<file path="config.mk">
export PLATFORM = sky130hd
export DESIGN_NAME = ref_tap_divider
export DESIGN_NICKNAME = d
export VERILOG_FILES = /design/src/rtl/ref_tap_pkg.sv /design/src/rtl/ref_tap_prog_div.sv /design/src/rtl/ref_tap_post.sv /design/src/rtl/ref_tap_sel.sv /design/src/rtl/ref_tap_divider.sv
export SDC_FILE = /design/constraint.sdc
export NUM_CORES = 1
export LEC_CHECK = 0
export BUFFER_PORTS_ARGS = -buffer_cell sky130_fd_sc_hd__buf_2
export CAP_MARGIN = 20
export CORE_MARGIN = 1
export CORE_UTILIZATION = 35
export DETAILED_ROUTE_END_ITERATION = 16
export PLACE_DENSITY = 0.58
export SYNTH_ARGS = -nofsm -noshare
export SYNTH_HDL_FRONTEND = slang
export SYNTH_SLANG_ARGS = --single-unit
</file>
<file path="constraint.sdc">
create_clock -name clk_i -period 2.88 [get_ports clk_i]
set_input_delay 0.576 -clock clk_i [delete_from_list [all_inputs] [get_ports clk_i]]
set_output_delay 0.576 -clock clk_i [all_outputs]
set_load 0.01 [all_outputs]
</file>
<file path="src/rtl/ref_tap_pkg.sv">
package ref_tap_pkg;
  localparam int unsigned NR_W   = 12;
  localparam int unsigned NR_MIN = 4;
  localparam int unsigned POST_W = 3;
endpackage

</file>
<file path="src/rtl/ref_tap_prog_div.sv">
module ref_tap_prog_div #(
  parameter int unsigned NR_W   = ref_tap_pkg::NR_W,
  parameter int unsigned NR_MIN = ref_tap_pkg::NR_MIN
) (
  input  logic            clk_i,
  input  logic            rst_ni,
  input  logic            en_i,
  input  logic [NR_W-1:0] nr_i,
  output logic            tc_o
);
  localparam logic [NR_W-1:0] NR_FLOOR = NR_W'(NR_MIN);

  logic [NR_W-1:0] cnt_q;
  logic [NR_W-1:0] nr_q;
  logic [NR_W-1:0] nr_eff;

  assign nr_eff = (nr_i < NR_FLOOR) ? NR_FLOOR : nr_i;
  assign tc_o   = en_i && (cnt_q == nr_q - 1'b1);

  always_ff @(posedge clk_i or negedge rst_ni) begin
    if (!rst_ni) begin
      cnt_q <= '0;
      nr_q  <= NR_FLOOR;
    end else if (!en_i) begin
      cnt_q <= '0;
      nr_q  <= nr_eff;
    end else if (tc_o) begin
      cnt_q <= '0;
      nr_q  <= nr_eff;  // new ratio only at period boundary
    end else begin
      cnt_q <= cnt_q + 1'b1;
    end
  end

  AST_CNT_BELOW_RATIO: assert property (@(posedge clk_i) disable iff (!rst_ni)
    cnt_q < nr_q);
  AST_RATIO_FLOOR: assert property (@(posedge clk_i) disable iff (!rst_ni)
    nr_q >= NR_FLOOR);
  AST_RATIO_HELD: assert property (@(posedge clk_i) disable iff (!rst_ni)
    (en_i && !tc_o) |=> $stable(nr_q));
endmodule

</file>
<file path="src/rtl/ref_tap_post.sv">
module ref_tap_post #(
  parameter int unsigned POST_W = ref_tap_pkg::POST_W,
  localparam int unsigned N_TAPS = POST_W + 1
) (
  input  logic              clk_i,
  input  logic              rst_ni,
  input  logic              en_i,
  input  logic              tc_i,
  output logic [N_TAPS-1:0] tap_o
);
  logic [POST_W-1:0] post_q;

  always_ff @(posedge clk_i or negedge rst_ni) begin
    if (!rst_ni)      post_q <= '0;
    else if (!en_i)   post_q <= '0;
    else if (tc_i)    post_q <= post_q + 1'b1;
  end

  assign tap_o[0] = tc_i;

  for (genvar k = 1; k < N_TAPS; k++) begin : g_tap
    // tap k fires on every 2^k-th terminal count
    assign tap_o[k] = tc_i && (&post_q[k-1:0]);

    AST_TAP_NESTED: assert property (@(posedge clk_i) disable iff (!rst_ni)
      tap_o[k] |-> tap_o[k-1]);
  end

  AST_POST_IDLE_CLEAR: assert property (@(posedge clk_i) disable iff (!rst_ni)
    !en_i |=> (post_q == '0));
endmodule

</file>
<file path="src/rtl/ref_tap_sel.sv">
module ref_tap_sel #(
  parameter int unsigned SEL_W = 2,
  localparam int unsigned MUX_W = 1 << SEL_W
) (
  input  logic             clk_i,
  input  logic             rst_ni,
  input  logic             en_i,
  input  logic [MUX_W-1:0] taps_i,
  input  logic [SEL_W-1:0] sel_i,
  output logic             pulse_o
);
  always_ff @(posedge clk_i or negedge rst_ni) begin
    if (!rst_ni) pulse_o <= 1'b0;
    else         pulse_o <= en_i && taps_i[sel_i];
  end

  AST_PULSE_ONE_CYCLE: assert property (@(posedge clk_i) disable iff (!rst_ni)
    pulse_o |=> !pulse_o);
  AST_IDLE_QUIET: assert property (@(posedge clk_i) disable iff (!rst_ni)
    !en_i |=> !pulse_o);
endmodule

</file>
<file path="src/rtl/ref_tap_divider.sv">
module ref_tap_divider #(
  parameter int unsigned NR_W   = ref_tap_pkg::NR_W,
  parameter int unsigned NR_MIN = ref_tap_pkg::NR_MIN,
  parameter int unsigned POST_W = ref_tap_pkg::POST_W,
  localparam int unsigned N_TAPS = POST_W + 1,
  localparam int unsigned SEL_W  = $clog2(N_TAPS),
  localparam int unsigned MUX_W  = 1 << SEL_W
) (
  input  logic             clk_i,
  input  logic             rst_ni,
  input  logic             en_a_i,
  input  logic             en_m_i,
  input  logic [NR_W-1:0]  nr_i,
  input  logic [SEL_W-1:0] main_sel_i,
  input  logic [SEL_W-1:0] aux_sel_i,
  output logic             main_pulse_o,
  output logic             aux_pulse_o
);
  logic              en;
  logic              tc;
  logic [N_TAPS-1:0] taps;
  logic [MUX_W-1:0]  taps_pad;

  assign en       = en_a_i | en_m_i;
  assign taps_pad = MUX_W'(taps);

  ref_tap_prog_div #(.NR_W(NR_W), .NR_MIN(NR_MIN)) u_div (
    .clk_i (clk_i),
    .rst_ni(rst_ni),
    .en_i  (en),
    .nr_i  (nr_i),
    .tc_o  (tc)
  );

  ref_tap_post #(.POST_W(POST_W)) u_post (
    .clk_i (clk_i),
    .rst_ni(rst_ni),
    .en_i  (en),
    .tc_i  (tc),
    .tap_o (taps)
  );

  ref_tap_sel #(.SEL_W(SEL_W)) u_sel_main (
    .clk_i  (clk_i),
    .rst_ni (rst_ni),
    .en_i   (en),
    .taps_i (taps_pad),
    .sel_i  (main_sel_i),
    .pulse_o(main_pulse_o)
  );

  ref_tap_sel #(.SEL_W(SEL_W)) u_sel_aux (
    .clk_i  (clk_i),
    .rst_ni (rst_ni),
    .en_i   (en),
    .taps_i (taps_pad),
    .sel_i  (aux_sel_i),
    .pulse_o(aux_pulse_o)
  );

  AST_SAME_CODE_SAME_PULSE: assert property (@(posedge clk_i) disable iff (!rst_ni)
    (main_sel_i == aux_sel_i) |=> (main_pulse_o == aux_pulse_o));
  AST_TAP_PULSE_LOW_IN_RESET: assert property (@(posedge clk_i)
    !rst_ni |-> (!main_pulse_o && !aux_pulse_o));
endmodule

</file>
## After elaboration in Yosys (flattened, before gate mapping)

Cells that the tools add are included.

- Input port bits: 20
- Register bits: 29
- Word-level logic and storage cells: 33

- Mux-type cells: 11
- Equal/unequal tests: 2
- Reductions and logical operators: 8
- Bitwise logic cells: 1
- $add $sub $neg: 3
- Magnitude comparators: 3

Operator list:

| operator | number |
|---|---|
| two-way mux 12 bit | 5 |
| adder 12 x 1 -> 12 bit (second input constant) | 1 |
| equality test 12 bit | 1 |
| less-than comparator 12 x 3 -> 1 bit (second input constant) | 1 |
| subtractor 12 x 1 -> 12 bit (second input constant) | 1 |
| logical AND 1 bit | 6 |
| less-than comparator 2 x 3 -> 1 bit (second input constant) | 2 |
| two-way mux 3 bit | 2 |
| binary-select mux 1 bit (select 2 bit) | 2 |
| adder 3 x 1 -> 3 bit (second input constant) | 1 |
| AND reduction 3 bit | 1 |
| two-way mux 1 bit | 2 |
| != test 2 x 1 -> 1 bit (second input constant) | 1 |
| AND reduction 2 bit | 1 |
| bitwise OR 1 bit | 1 |

## Depth between registers and ports, before layout

Gate-level depths: netlist of the first run.

- Depth after elaboration: 7
- Depth in mapped cells: 9
- Depth with buffers taken out: 8

## By module

From an unflattened synthesis of the first run, not the netlist that was laid out.

- Cells, all modules: 181
- Area, all modules: 1869.3 um2

Modules (own cells, without submodules):

| module | instances | cells an instance | area an instance (um2) | seq. area each (um2) |
|---|---|---|---|---|
| ref_tap_prog_div | 1 | 158 | 1567.8 | 601.8 |
| ref_tap_post | 1 | 16 | 187.7 | 75.1 |
| ref_tap_sel | 2 | 3 | 53.8 | 25.0 |
| ref_tap_divider | 1 | 1 | 6.3 | 0.0 |

## Worst setup path after synthesis of the first run

OpenSTA, ideal clock, no wires.

- Kind: register to register
- Start point: register u_div.nr_q[0]
- End point: register u_div.nr_q[3]
- Path slack: 0.265 ns
- Path buffers: 0
- Arrival: 2.491 ns
- Cell stages (with the launch flop): 9
- Period minus slack after synthesis: 2.615 ns
- Cell sequence: dfrtp_1 > inv_1 > ha_1 > or4b_4 > or3_1 > a32oi_2 > o21ai_2 > a31oi_4 > mux2_2

- Cells in the longest elaborated chain, start to end: 4

RTL lines:

| what | RTL line | RTL |
|---|---|---|
| start, declared | ref_tap_prog_div.sv:14 | `logic [NR_W-1:0] nr_q;` |
| start signal, assigned | ref_tap_prog_div.sv:26 | `nr_q <= nr_eff;` |
| start signal, assigned | ref_tap_prog_div.sv:29 | `nr_q <= nr_eff;` |
| subtractor 12 x 1 -> 12 bit | ref_tap_prog_div.sv:18 | `assign tc_o = en_i && (cnt_q == nr_q - 1'b1);` |
| equality test 12 bit | ref_tap_prog_div.sv:18 |  |
| logical AND 1 bit | ref_tap_prog_div.sv:18 |  |
| != test 2 x 1 -> 1 bit (no line) | -- |  |

Every way passes these cells.
A chain may end at the register's enable or synchronous reset.

## Worst setup path after layout of the first run

- Start point: register u_div.nr_q[1]
- End point: register u_div.nr_q[3]

Same word-level chain as after synthesis.

==> results of run 1 <==
[stage by stage]
stage	hold WS (ns)	total power (W)	util	instance area, µm²	instances
floorplan	0.280	0.000735	-	1800	170
global route	0.400	0.00123	0.440	2130	270
detailed placement	0.520	0.000836	0.418	2030	262
global placement	0.514	0.000831	0.418	2030	262
finish	0.335	0.00116	0.440	2130	270
CTS	0.363	0.00117	0.436	2110	269
[cells in the mapped netlist (2+ instances only)]
cell / number
sky130_fd_sc_hd__or4_4: 2
sky130_fd_sc_hd__buf_2: 3
sky130_fd_sc_hd__o31a_2: 2
sky130_fd_sc_hd__a31o_2: 3
sky130_fd_sc_hd__nand2_1: 6
sky130_fd_sc_hd__xor2_1: 9
sky130_fd_sc_hd__nand3_1: 9
sky130_fd_sc_hd__a2111oi_0: 2
sky130_fd_sc_hd__nor2b_1: 2
sky130_fd_sc_hd__mux2_2: 8
sky130_fd_sc_hd__xnor2_1: 10
sky130_fd_sc_hd__o31ai_1: 4
sky130_fd_sc_hd__or3_1: 2
sky130_fd_sc_hd__nor3b_1: 4
sky130_fd_sc_hd__inv_1: 4
sky130_fd_sc_hd__a21oi_1: 3
sky130_fd_sc_hd__o21ai_0: 2
sky130_fd_sc_hd__nand2b_1: 3
sky130_fd_sc_hd__nand4_1: 3
sky130_fd_sc_hd__and3_1: 3
sky130_fd_sc_hd__mux2i_1: 6
sky130_fd_sc_hd__ha_1: 4
sky130_fd_sc_hd__nor3_1: 3
sky130_fd_sc_hd__nor2_1: 19
sky130_fd_sc_hd__mux2_1: 3
sky130_fd_sc_hd__dfrtp_1: 28
sky130_fd_sc_hd__nor4_1: 4
sky130_fd_sc_hd__and2_1: 2
[worst max path at each step]
stage | startpoint | endpoint | depth (start not counted) | slack (ns)
3_3_place_gp | u_div.nr_q[1]$_DFFE_PN0P_ | u_div.nr_q[3]$_DFFE_PN0P_ | 8 | 0.15
6_report | u_div.nr_q[1]$_DFFE_PN0P_ | u_div.nr_q[3]$_DFFE_PN0P_ | 9 | 0.15
3_5_place_dp | u_div.nr_q[1]$_DFFE_PN0P_ | u_div.nr_q[3]$_DFFE_PN0P_ | 8 | 0.11
2_1_floorplan | u_div.nr_q[0]$_DFFE_PN0P_ | u_div.nr_q[3]$_DFFE_PN0P_ | 8 | 0.26
5_1_grt | u_div.nr_q[1]$_DFFE_PN0P_ | u_div.nr_q[7]$_DFFE_PN0P_ | 9 | 0.01
4_1_cts | u_div.nr_q[1]$_DFFE_PN0P_ | u_div.nr_q[3]$_DFFE_PN0P_ | 8 | 0.10
[cell type report]
type                    instances  area (µm²)  area share
inverters                       4        15.0     0.00704
flip-flops and latches         29         727       0.341
multi-input cells             133        1030       0.485
well taps                      67        83.8      0.0393
repair buffers                 30         185      0.0869
clock buffers                   7        86.3      0.0405
[flip-flops by register name, summed over array words and instances, names as in the netlist]
register / flops
u_div.cnt_q: 12
u_sel_aux.pulse_o: 1
u_sel_main.pulse_o: 1
u_div.nr_q: 12
u_post.post_q: 3
[cell families after synthesis]
kind of cell | count (synthesis) | synth area share
buf+inv | 8 | 0.0229
flops | 29 | 0.403
xor+xnor | 20 | 0.105
fa+ha+maj | 4 | 0.0278
mux | 17 | 0.102
simple gates | 66 | 0.203
compound gates | 26 | 0.136
[routing by layer]
metal	GRT usage	vias up	part of all wire
met5	0	-	0
met4	0.0321	0	0.0044
met3	0.0343	4	0.038
met2	0.257	31	0.47
met1	0.230	668	0.48
li1	-	694	-
[timing repair]
item	in CTS	in global routing
setup endpoints to repair	0	9
hold endpoints to repair	0	0
setup buffers	0	1
[where the power goes]
part           leakage, nW  total [W]  internal [W]  switching (W)
registers            0.372   0.000525      0.000457      0.0000680
clock network       0.0443   0.000329      0.000189       0.000140
logic                0.509   0.000306      0.000158       0.000149
==> qor_table.md, run 1 <==
| Stage | Result | Reported |
| --- | --- | --- |
| run status | Result of the run | completed |
| logic synthesis | Avg Inst Size Synth | 10.6 µm² |
| placed design | I/O Buffers | 21 |
| placed design | GP Congestion | 0.756 |
| logic synthesis | Number of library cell types mapped by synthesis | 45 |
| critical path | Required time worst endpoint | 3.04 ns |
| die | Die ar. | 5440 µm² |
| logic synthesis | Cell taking the most area after synthesis | sky130_fd_sc_hd__dfrtp_1 |
| die | Horizontal extent of the die | 73.8 µm |
| worst hold path | Class of the tightest hold or removal check | primary input to async pin |
| global route | Via count of the first global-routing pass | 1348 |
| power and ir drop | IR Drop Worst-Case VDD | 0.307 mV |
| cts | Number of buffers added by the clock tree synthesis step | 5 |
| critical path | Endpoint arrival time on the critical path | 2.89 ns |
| logic synthesis | Number of nets produced by synthesis | 194 |
| cts | Maximum count of clock buffers along a single path | 2 |
| cells and area | Diode count | 0 |
| timing | Final worst path period share | 0.950 |
| logic synthesis | Number of warning messages in the yosys log | 0 |
| cells and area | Most common cell after layout, fill and taps aside | sky130_fd_sc_hd__dfrtp_1 |
| critical path | Worst-case register-to-register setup slack | 0.15 ns |
| timing | Post-Route Setup TNS | 0 ns |
| global route | Largest net degree at the start of global routing | 30 |
| placed design | Worst slack at placement | 0.109 ns |
| power and ir drop | Leak Pwr | 0.925 nW |
| logic synthesis | Top cells by area, synth | sky130_fd_sc_hd__dfrtp_1, sky130_fd_sc_hd__mux2_2, sky130_fd_sc_hd__xnor2_1 |
| critical path | Kind of cell adding the most delay to the critical path | simple AND/OR/NAND/NOR gates |
| route | Drt drc | 0 |
| cts | Clk sink count | 29 |
| timing | Slew Viols, Final | 0 |
| global route | Wire length of the first global-routing pass | 6.62 mm |
| logic synthesis | Combined area of all synthesized cells | 1800 µm² |
| critical path | Kind of capture point of the worst setup path | flip-flop |
| logic synthesis | Total of flip-flops plus latches after synthesis | 29 |
| route | Vias after detailed routing | 1397 |
| cts | Clock transition at the registers of the reported paths | 0.06 ns |
| cells and area | Share of post-route cells with drive strength above 1 | 0.296 |
| route | Wirelength per Cell | 14.4 µm |
| critical path | Type of the worst setup path | flip-flop to flip-flop |
| die | IO Count | 22 |
| timing | Post-Route Skew | 0.00167 ns |
| critical path | Critical path's slowest cell | sky130_fd_sc_hd__or4b_4 |
| route | Via/cell ratio | 5.17 |
| timing | RSZ-0062 raised after global routing | false |
| cts | Root cell of the clock tree | sky130_fd_sc_hd__clkbuf_8 |
| logic synthesis | Number of standard cells after synthesis | 170 |
| timing | Slew headroom | 0.562 |
| cells and area | Synthesis-to-layout area growth | 18.3% |
| placed design | Post-DP HPWL | 3.00 mm |
| critical path | Critical Path Source Type | flip-flop |
| global route | Global-route congestion overflow total | 0 |
| timing | Highest clock frequency the design can meet | 366 MHz |
| power and ir drop | Total power divided by cell area | 544 nW/µm² |
| timing | Tightest Pin Transition | 0.657 ns |
| critical path | Capturing point of the worst reg2reg path | u_div.nr_q[3]$_DFFE_PN0P_ |
| die | Effective utilization at floorplan | 0.372 |
| timing | Period minus WS final | 2.73 ns |
| timing | Worst path setup slack after routing | 0.145 ns |
| cts | Hold buffer count at CTS | 0 |
| logic synthesis | Share of flip-flops with an asynchronous set or reset after synthesis | 1.00 |
| route | Routed WL | 3.88 mm |
| route | Pre-antenna DRT Iters | 4 |
| timing | Setup-failing EPs final | 0 |
| cts | CTS tree | yes |
| die | Placement Rows | 25 |
| critical path | Depth of the worst register-to-register path | 9 |
| global route | Total routing resource utilization after global routing | 0.163 |
| logic synthesis | Portion of synthesized cell area occupied by the leading cell type | 0.389 |
| die | Die Height | 73.8 µm |
| route | First-iteration detailed-routing DRC count | 63 |
| global route | Initial antenna violation count | 0 |
| route | ANT nets after route | 0 |
| critical path | Start of the worst register-to-register path | u_div.nr_q[1]$_DFFE_PN0P_ |
| cts | H-tree levels | 2 |
| critical path | Crit Path Max Fanout | 10 |
| die | Core outline area | 4850 µm² |
| logic synthesis | Leading register cell type out of synthesis | sky130_fd_sc_hd__dfrtp_1 |
| cts | Number of instances resized during post-cts repair | 0 |
| cells and area | Total of fill cells in the finished design | 468 |
| cts | Skew-Pair Late Insertion Delay | 0.27 ns |
| cells and area | Final Net Count | 227 |
| logic synthesis | Number of flops mapped to enable cells by yosys | 0 |
| critical path | Buffering stage count on the worst path with inverters included | 2 |
| critical path | Critical Path Max Stage Delay | 0.51 ns |
| logic synthesis | Sequential area share after synthesis | 0.403 |
| cells and area | Highest-count cells in the layout ignoring fill and taps | sky130_fd_sc_hd__dfrtp_1, sky130_fd_sc_hd__buf_2, sky130_fd_sc_hd__nor2_1 |
| job | Count of max-cap constraint violations | 0 |
| critical path | Cell breakdown of the critical path | inv_1 -> ha_1 -> or4b_4 -> or3_1 -> a32oi_2 -> o21ai_2 -> a31oi_4 -> buf_12 -> mux2_2 |
| timing | Final number of hold-violating endpoints | 0 |
Note: power is estimated with default switching activity, not from simulation.
==> run 2, diff against run 1 <==
--- a/config.mk
+++ b/config.mk
@@ -7,10 +7,12 @@
 export LEC_CHECK = 0
 export BUFFER_PORTS_ARGS = -buffer_cell sky130_fd_sc_hd__buf_2
 export CAP_MARGIN = 20
+export CELL_PAD_IN_SITES_DETAIL_PLACEMENT = 0
+export CELL_PAD_IN_SITES_GLOBAL_PLACEMENT = 1
 export CORE_MARGIN = 1
 export CORE_UTILIZATION = 35
 export DETAILED_ROUTE_END_ITERATION = 16
-export PLACE_DENSITY = 0.58
+export PLACE_DENSITY = 0.69
 export SYNTH_ARGS = -nofsm -noshare
 export SYNTH_HDL_FRONTEND = slang
 export SYNTH_SLANG_ARGS = --single-unit
==> qor_table.md, run 2 (synthesis gave the netlist of run 1 again) <==
| Stage | Result | Reported | Delta |
| --- | --- | --- | --- |
| power and ir drop | Leak Pwr | 0.911 nW | -1.5% |
| route | Via/cell ratio | 5.22 | +0.95% |
| timing | Worst path setup slack after routing | 0.109 ns | -0.0363 ns |
| timing | Setup-failing EPs final | 0 | unchanged |
| critical path | Type of the worst setup path | flip-flop to flip-flop |  |
| cells and area | Synthesis-to-layout area growth | 17.9% |  |
| cells and area | Regs by FF count | u_div.cnt_q (12), u_div.nr_q (12), u_post.post_q (3) |  |
| cells and area | Final Net Count | 225 | -0.88% |
| critical path | Endpoint arrival time on the critical path | 2.94 ns | +0.05 ns |
| cells and area | Highest-count cells in the layout ignoring fill and taps | sky130_fd_sc_hd__dfrtp_1, sky130_fd_sc_hd__buf_2, sky130_fd_sc_hd__nor2_1 |  |
| timing | Period minus WS final | 2.77 ns | +0.0363 ns |
| global route | Via count of the first global-routing pass | 1426 | +5.8% |
| route | Pre-antenna DRT Iters | 4 | unchanged |
| cts | Clock transition at the registers of the reported paths | 0.06 ns | about the same |
| placed design | Post-DP HPWL | 2.95 mm | -1.5% |
| critical path | Kind of capture point of the worst setup path | flip-flop |  |
| cts | Number of buffers added by the clock tree synthesis step | 5 | unchanged |
| placed design | Worst slack at placement | 0.0144 ns | -0.0943 ns |
| cts | Root cell of the clock tree | sky130_fd_sc_hd__clkbuf_8 |  |
| worst hold path | Class of the tightest hold or removal check | primary input to async pin |  |
| run status | Result of the run | completed |  |
| die | Horizontal extent of the die | 73.8 µm | unchanged |
| timing | Final number of hold-violating endpoints | 0 | unchanged |
| timing | Post-Route Setup TNS | 0 ns | unchanged |
| die | Core outline area | 4850 µm² | unchanged |
| cts | CTS tree | yes |  |
| timing | Tightest Pin Transition | 0.657 ns | -0.000818 ns |
| die | Effective utilization at floorplan | 0.372 | unchanged |
| timing | Slew Viols, Final | 0 | unchanged |
| route | Routed WL | 3.95 mm | +1.9% |
| job | Count of max-cap constraint violations | 0 | unchanged |
| route | First-iteration detailed-routing DRC count | 45 | -29% |
| placed design | GP Congestion | 0.817 | +8.1% |
| cts | Hold buffer count at CTS | 0 | unchanged |
| cts | Clk sink count | 29 | unchanged |
| die | Die ar. | 5440 µm² | unchanged |
| route | Drt drc | 0 | unchanged |
| critical path | Required time worst endpoint | 3.05 ns | about the same |
| cts | H-tree levels | 2 | unchanged |
| power and ir drop | IR Drop Worst-Case VDD | 0.264 mV | -14% |
| cells and area | Diode count | 0 | unchanged |
| route | Vias after detailed routing | 1405 | +0.57% |
| route | Wirelength per Cell | 14.7 µm | +2.3% |
| critical path | Crit Path Max Fanout | 10 | unchanged |
| route | ANT nets after route | 0 | unchanged |
| cells and area | Share of post-route cells with drive strength above 1 | 0.292 | -0.00349 |
| timing | RSZ-0062 raised after global routing | false |  |
| global route | Global-route congestion overflow total | 0 | unchanged |
| global route | Total routing resource utilization after global routing | 0.165 | +0.00204 |
| timing | Final worst path period share | 0.962 | +0.0126 |
| timing | Post-Route Skew | 0.00648 ns | +0.00480 ns |
| die | Die Height | 73.8 µm | unchanged |
| die | Placement Rows | 25 | unchanged |
| global route | Wire length of the first global-routing pass | 6.67 mm | +0.73% |
| global route | Initial antenna violation count | 0 | unchanged |
| placed design | I/O Buffers | 21 | unchanged |
| timing | Highest clock frequency the design can meet | 361 MHz | -1.3% |
| critical path | Critical Path Source Type | flip-flop |  |
| global route | Largest net degree at the start of global routing | 30 | unchanged |
| cts | Maximum count of clock buffers along a single path | 2 | unchanged |
| power and ir drop | Total power divided by cell area | 540 nW/µm² | -0.70% |
| cells and area | Most common cell after layout, fill and taps aside | sky130_fd_sc_hd__dfrtp_1 |  |
| die | IO Count | 22 | unchanged |
| timing | Slew headroom | 0.562 | about the same |
| cts | Skew-Pair Late Insertion Delay | 0.28 ns | about the same |
[run 2: layout make-up]
class / instances / area, µm²
well taps: 67 / 83.8
repair buffers: 28 / 170
inverters: 4 / 15.0
fillers: 479 / 2720
flip-flops and latches: 29 / 727
clock buffers: 8 / 80.1
multi-input cells: 133 / 1050
[run 2: worst max-delay path: stages (launching register included)]
cell and delay [ns]:
sky130_fd_sc_hd__dfrtp_1 0.40, sky130_fd_sc_hd__inv_1 0.08, sky130_fd_sc_hd__ha_2 0.19, sky130_fd_sc_hd__or4b_4 0.51, sky130_fd_sc_hd__or3_4 0.35, sky130_fd_sc_hd__a32oi_2 0.29
sky130_fd_sc_hd__o21ai_4 0.12, sky130_fd_sc_hd__a31oi_4 0.21, sky130_fd_sc_hd__buf_12 0.15, sky130_fd_sc_hd__mux2_2 0.34
[run 2: per-stage QoR]
step                total power [W]  instances   util  area [µm²]  hold WS (ns)
global placement           0.000808        258  0.412        2000         0.508
global route                0.00122        269  0.438        2130         0.372
CTS                         0.00115        266  0.428        2080         0.352
floorplan                  0.000735        170      -        1800         0.280
detailed placement         0.000820        258  0.412        2000         0.525
finish                      0.00115        269  0.438        2130         0.321
[run 2: final timing paths]
kind                                            start                     endpoint  slack, ns  cells after the start
max                         u_div.nr_q[1]$_DFFE_PN0P_    u_div.nr_q[4]$_DFFE_PN0P_       0.11                      9
min                                            rst_ni    u_div.cnt_q[11]$_DFF_PN0_       0.32                      1
max reg2reg                 u_div.nr_q[1]$_DFFE_PN0P_    u_div.nr_q[4]$_DFFE_PN0P_       0.11                      9
min reg2reg                u_div.nr_q[11]$_DFFE_PN0P_   u_div.nr_q[11]$_DFFE_PN0P_       0.53                      1
max in group asynchronous                      rst_ni    u_div.nr_q[6]$_DFFE_PN0P_       2.13                      1
min in group clk_i                       aux_sel_i[0]  u_sel_aux.pulse_o$_DFF_PN0_       0.50                      2
[run 2: timing repair]
item / in CTS / in global routing
setup buffers: 0 / 3
endpoints found under the setup margin: 0 / 9
resized for setup: 0 / 3
[run 2: per-layer routing]
metal | global-route usage | vias up | part of all wire
li1 | - | 689 | -
met1 | 0.199 | 681 | 0.45
met2 | 0.274 | 29 | 0.49
met3 | 0.0576 | 6 | 0.046
met4 | 0.0513 | 0 | 0.015
met5 | 0 | - | 0
[run 2: power by group]
part | leakage, nW | internal, W | total, W | switching (W)
Clock | 0.0395 | 0.000171 | 0.000320 | 0.000149
Combinational | 0.500 | 0.000155 | 0.000292 | 0.000137
Sequential | 0.372 | 0.000456 | 0.000536 | 0.0000793
Total | 0.911 | 0.000783 | 0.00115 | 0.000365
